**config.mk**
```make
export PLATFORM = sky130hd
export DESIGN_NAME = pfu_throttle
export DESIGN_NICKNAME = d
export VERILOG_FILES = /design/src/rtl/pfu_pkg.sv /design/src/rtl/pfu_classify.sv /design/src/rtl/pfu_pfbits.sv /design/src/rtl/pfu_satcnt.sv /design/src/rtl/pfu_throttle.sv
export SDC_FILE = /design/constraint.sdc
export NUM_CORES = 1
export LEC_CHECK = 0
export CAP_MARGIN = 20
export CORE_MARGIN = 1.5
export CORE_UTILIZATION = 31
export DETAILED_ROUTE_END_ITERATION = 7
export DONT_BUFFER_PORTS = 1
export HOLD_SLACK_MARGIN = 0.02
export MAX_ROUTING_LAYER = met4
export PLACE_DENSITY = 0.54
export SKIP_CTS_REPAIR_TIMING = 1
export SYNTH_ARGS = -nofsm -noshare
export SYNTH_HDL_FRONTEND = slang
export SYNTH_SLANG_ARGS = --single-unit
export TNS_END_PERCENT = 10
```
**constraint.sdc**
```tcl
create_clock -name clk -period 5.2 [get_ports clk]
set_input_delay 0.78 -clock clk [delete_from_list [all_inputs] [get_ports clk]]
set_output_delay 0.78 -clock clk [all_outputs]
set_load 0.03 [all_outputs]
```
**src/rtl/pfu_pkg.sv**
```systemverilog
// Shared types for the prefetch usefulness throttle.
package pfu_pkg;
    // Classification of the events seen in one cycle.
    typedef struct packed {
        logic useful;
        logic useless;
        logic harmful;
    } pfu_class_t;
endpackage

```
**src/rtl/pfu_classify.sv**
```systemverilog
// Classifies one cycle of set events into useful, useless and harmful.
// Assumes that all events in a cycle refer to the same set, and that the
// caller only flags a tag-only miss when the matched tag was found.
module pfu_classify
    import pfu_pkg::*;
#(
    parameter int WAYS = 4,
    parameter int WW   = 2
) (
    input  logic [WAYS-1:0] set_pf_i,
    input  logic [WAYS-1:0] set_valid_i,
    input  logic            hit_vld_i,
    input  logic [WW-1:0]   hit_way_i,
    input  logic            repl_vld_i,
    input  logic [WW-1:0]   repl_way_i,
    input  logic            tmiss_vld_i,
    input  logic [WW-1:0]   tmiss_way_i,
    output pfu_class_t      cls_o
);
    logic [WAYS-1:0] other_mask;

    // Build a mask that excludes the matched way from the marked-data search.
    for (genvar g = 0; g < WAYS; g++) begin : g_mask
        assign other_mask[g] = (tmiss_way_i != WW'(g));
    end

    // Combine the event strobes with the marker and data-present bits.
    always_comb begin
        cls_o.useful  = hit_vld_i && set_pf_i[hit_way_i];
        cls_o.useless = repl_vld_i && set_pf_i[repl_way_i];
        cls_o.harmful = tmiss_vld_i && !set_valid_i[tmiss_way_i]
                        && (|(set_pf_i & set_valid_i & other_mask));
    end
endmodule

```
**src/rtl/pfu_pfbits.sv**
```systemverilog
// Computes the marker vector to write back to the set after this cycle.
// Order of effect per way: a hit or replacement clears the bit, and an
// allocation then writes its prefetch flag over the result.
module pfu_pfbits #(
    parameter int WAYS = 4,
    parameter int WW   = 2
) (
    input  logic [WAYS-1:0] set_pf_i,
    input  logic            hit_vld_i,
    input  logic [WW-1:0]   hit_way_i,
    input  logic            repl_vld_i,
    input  logic [WW-1:0]   repl_way_i,
    input  logic            alloc_vld_i,
    input  logic [WW-1:0]   alloc_way_i,
    input  logic            alloc_pf_i,
    output logic [WAYS-1:0] pf_next_o
);
    // Per-way update of the marker bit.
    for (genvar g = 0; g < WAYS; g++) begin : g_way
        logic clr, wr;
        assign clr = (hit_vld_i && hit_way_i == WW'(g))
                  || (repl_vld_i && repl_way_i == WW'(g));
        assign wr  = alloc_vld_i && alloc_way_i == WW'(g);
        assign pf_next_o[g] = wr ? alloc_pf_i : (set_pf_i[g] && !clr);
    end
endmodule

```
**src/rtl/pfu_satcnt.sv**
```systemverilog
// Saturating budget counter that takes a net step each cycle.
// Assumes MAX_PF >= 3, so that the counter width covers a two-step decrement.
module pfu_satcnt
    import pfu_pkg::*;
#(
    parameter int MAX_PF = 7,
    parameter int CW     = 3
) (
    input  logic          clk,
    input  logic          rst_n,
    input  pfu_class_t    cls_i,
    output logic [CW-1:0] cnt_o
);
    localparam logic [CW-1:0] MAX_V = CW'(MAX_PF);

    logic [1:0]    dec_n;
    logic [1:0]    dec_eff;
    logic [CW-1:0] cnt_q, cnt_d;

    // Net step: increments and decrements cancel, and the rest is clamped.
    always_comb begin
        dec_n   = 2'(cls_i.useless) + 2'(cls_i.harmful);
        dec_eff = cls_i.useful ? dec_n - 2'd1 : dec_n;
        if (cls_i.useful && dec_n == 2'd0)
            cnt_d = (cnt_q == MAX_V) ? cnt_q : cnt_q + 1'b1;
        else if (cnt_q < CW'(dec_eff))
            cnt_d = '0;
        else
            cnt_d = cnt_q - CW'(dec_eff);
    end

    // Budget register: resets to full so prefetching starts enabled.
    always_ff @(posedge clk) begin
        if (!rst_n) cnt_q <= MAX_V;
        else        cnt_q <= cnt_d;
    end

    assign cnt_o = cnt_q;
endmodule

```
**src/rtl/pfu_throttle.sv**
```systemverilog
// Top of the prefetch usefulness throttle. Takes one set's events per cycle,
// returns that set's updated marker bits and keeps the prefetch budget.
// Assumes the tag array writes pf_next_o back to the same set each cycle.
module pfu_throttle
    import pfu_pkg::*;
#(
    parameter int WAYS   = 4,
    parameter int MAX_PF = 7,
    parameter int WW     = (WAYS > 1) ? $clog2(WAYS) : 1,
    parameter int CW     = $clog2(MAX_PF + 1)
) (
    input  logic            clk,
    input  logic            rst_n,
    input  logic [WAYS-1:0] set_pf_i,
    input  logic [WAYS-1:0] set_valid_i,
    input  logic            hit_vld_i,
    input  logic [WW-1:0]   hit_way_i,
    input  logic            repl_vld_i,
    input  logic [WW-1:0]   repl_way_i,
    input  logic            tmiss_vld_i,
    input  logic [WW-1:0]   tmiss_way_i,
    input  logic            alloc_vld_i,
    input  logic [WW-1:0]   alloc_way_i,
    input  logic            alloc_pf_i,
    output logic [WAYS-1:0] pf_next_o,
    output logic [CW-1:0]   pf_limit_o
);
    pfu_class_t cls;

    pfu_classify #(.WAYS(WAYS), .WW(WW)) u_classify (
        .set_pf_i   (set_pf_i),
        .set_valid_i(set_valid_i),
        .hit_vld_i  (hit_vld_i),
        .hit_way_i  (hit_way_i),
        .repl_vld_i (repl_vld_i),
        .repl_way_i (repl_way_i),
        .tmiss_vld_i(tmiss_vld_i),
        .tmiss_way_i(tmiss_way_i),
        .cls_o      (cls)
    );

    pfu_pfbits #(.WAYS(WAYS), .WW(WW)) u_pfbits (
        .set_pf_i   (set_pf_i),
        .hit_vld_i  (hit_vld_i),
        .hit_way_i  (hit_way_i),
        .repl_vld_i (repl_vld_i),
        .repl_way_i (repl_way_i),
        .alloc_vld_i(alloc_vld_i),
        .alloc_way_i(alloc_way_i),
        .alloc_pf_i (alloc_pf_i),
        .pf_next_o  (pf_next_o)
    );

    pfu_satcnt #(.MAX_PF(MAX_PF), .CW(CW)) u_satcnt (
        .clk  (clk),
        .rst_n(rst_n),
        .cls_i(cls),
        .cnt_o(pf_limit_o)
    );
endmodule

```
==> metrics.txt <==
commonest non-fill, non-tap cells in the layout 7 x nand2_1, 6 x inv_1, 5 x ha_1, 4 x nand3b_1, 4 x o21ai_0; Routability Congestion roughly 0.76; critical path class in -> reg; Sink Count 3; slowest CP cell mux4_2; die area between 2000 and 2500 um2; initial antenna violation count 0; DRT Wirelength around 1.2 mm; area grow syn2layout 10.4%; fin crit period approximately 2.8 ns; nets 97; Post-synth ARST share 0; Post-Syn Instances between 60 and 70; Yosys reg bits 3; status finished clean; Storage cell area about 60 um2; input/output buffers 0; Placement Cell Area approximately 600 um2; worst path cell trace mux4_2 > and3b_1 > inv_1 > ha_1 > xor2_1 > ha_1 > fa_1 > xnor2_1 > o221ai_1; Post-synth EDFFs 0; Filler cells slightly below 200; worst path arrival time approximately 2.9 ns; vias in the first global route roughly 540; Initial Util 0.324; Synth cell types 28; CP Launch Type input pin; Max-Cap Viols 0; Clock transition at path regs 0.04 ns; die width 45.2 um; H-tree Lvls 1; Worst VDD drop 168 uV; Tot GR Track Use 0.137; Final Setup Violations 0; syn avg cell area between 8 and 9 um2; Bufs on Longest Clock Path 2; TNS Setup 0 ns; unrepaired setup endpoints after global routing no; Remaining DRCs 0; slew at the pin closest to its max-slew limit approximately 0.95 ns; largest net degree at the start of global routing 6; final hold violation count 0; worst rel slew slack 0.358; Clock Latency Late Sink between 0.2 and 0.25 ns; root buffer cell clkbuf_4; commonest non-fill, non-tap cell in the layout nand2_1; Synth Net Count 92; Core ar. between 1500 and 2000 um2; Crit path largest cell delay around 0.46 ns; layout cells sized above 1 0.134; period utilization 0.538; clock skew around 0.0028 ns; Die H ~45 um; CP Data Required Time about 5.3 ns; Antenna Nets Post-Route 0; global-route wire length before repair 2.00 mm; max reg flops 3; via count about 510; Via density around 5.6; crit end category flop; Overflow after GRT 0; initial drt markers 5; critical path fanouts, max 5; Num CTS Buffers 3; sequential area share after synthesis 0.109; dominant synthesized flop cell dfxtp_1; most frequent CP cell ha_1; leakage roughly 0.24 nW; multi-input combinational cell area 470 um2; first-pass detailed-route iteration total 2; num rows 15; top-level port count 30; HP Class in -> reg; synth warn 0; Power per Cell Area between 300 and 400 nW/um2; final slew viol count 0; n_diodes 0; post-detailed-route wirelength per cell around 13 um; post-route cell area just over 600 um2; fin util 0.358; synthesized area about 550 um2; Max Fclk around 0.36 GHz; TritonCTS clock tree built
==> power by group <==
part / switching [mW] / internal, mW / leakage (nW)
combinational: 0.0451 / 0.0469 / 0.198
sequential: 0.0276 / 0.0313 / 0.0250
clock: 0.0120 / 0.0288 / 0.0150
==> cells in the mapped netlist, drive strengths merged (2+ instances only) <==
master   n  share of area
nand2    7          0.048
ha       5           0.11
mux2i    3          0.054
nand3    3          0.027
xor2     2          0.032
a211oi   2          0.027
o21ai    4          0.036
nand3b   4          0.054
mux4     3           0.12
dfxtp    3           0.11
o2111ai  2          0.032
inv      6          0.041
o221ai   3          0.048
a32oi    2          0.032
==> critical path, delay by kind of cell <==
kind,cells,cell delay [ns]
fa+ha+maj,3,0.86
mux,1,0.46
simple gates,1,0.31
xor+xnor,2,0.31
compound gates,1,0.12
buf+inv,1,0.06
==> routing by layer <==
layer  GRT usage  share of wire  up-vias
met2       0.223           0.48       22
met1       0.146           0.44      231
met4      0.0176              0        0
met3      0.0840          0.086        0
met5           -              0        -
li1            -              -      258
==> cells by family after synthesis <==
| family | Yosys count | synth area share |
|---|---|---|
| xor gates and xnor gates | 3 | 0.0475 |
| AOI/OAI and AO/OA | 16 | 0.215 |
| buffers and inverters | 6 | 0.0407 |
| DFF | 3 | 0.109 |
| muxes | 7 | 0.204 |
| and+or+nand+nor | 22 | 0.235 |
| adders and majority gates | 6 | 0.149 |
==> metrics by stage <==
step | hold slack, ns | total power [mW] | setup slack [ns] | std cells
after global routing | 0.611 | 0.217 | 2.31 | 92
after floorplan | 0.767 | 0.136 | 2.25 | 63
after detailed placement | 0.827 | 0.153 | 2.16 | 88
after global placement | 0.813 | 0.150 | 2.17 | 88
final | 0.628 | 0.192 | 2.40 | 92
after CTS | 0.619 | 0.197 | 2.41 | 92
==> worst paths after layout <==
kind	start	to	slack [ns]	depth (start not counted)
min	rst_n	u_satcnt.cnt_o[1]	0.63	1
max	tmiss_way_i[0]	u_satcnt.cnt_o[2]	2.40	9
min reg2reg	u_satcnt.cnt_o[2]	u_satcnt.cnt_o[2]	0.82	2
max reg2reg	u_satcnt.cnt_o[0]	u_satcnt.cnt_o[2]	3.52	5
==> cell type report <==
| class | instances | area share |
|---|---|---|
| multi-input combinational | 54 | 0.770 |
| sequential | 3 | 0.0984 |
| tap | 25 | 0.0512 |
| clock buffer | 4 | 0.0430 |
| inverter | 6 | 0.0369 |
No activity file was read; power rests on OpenSTA's default activity.
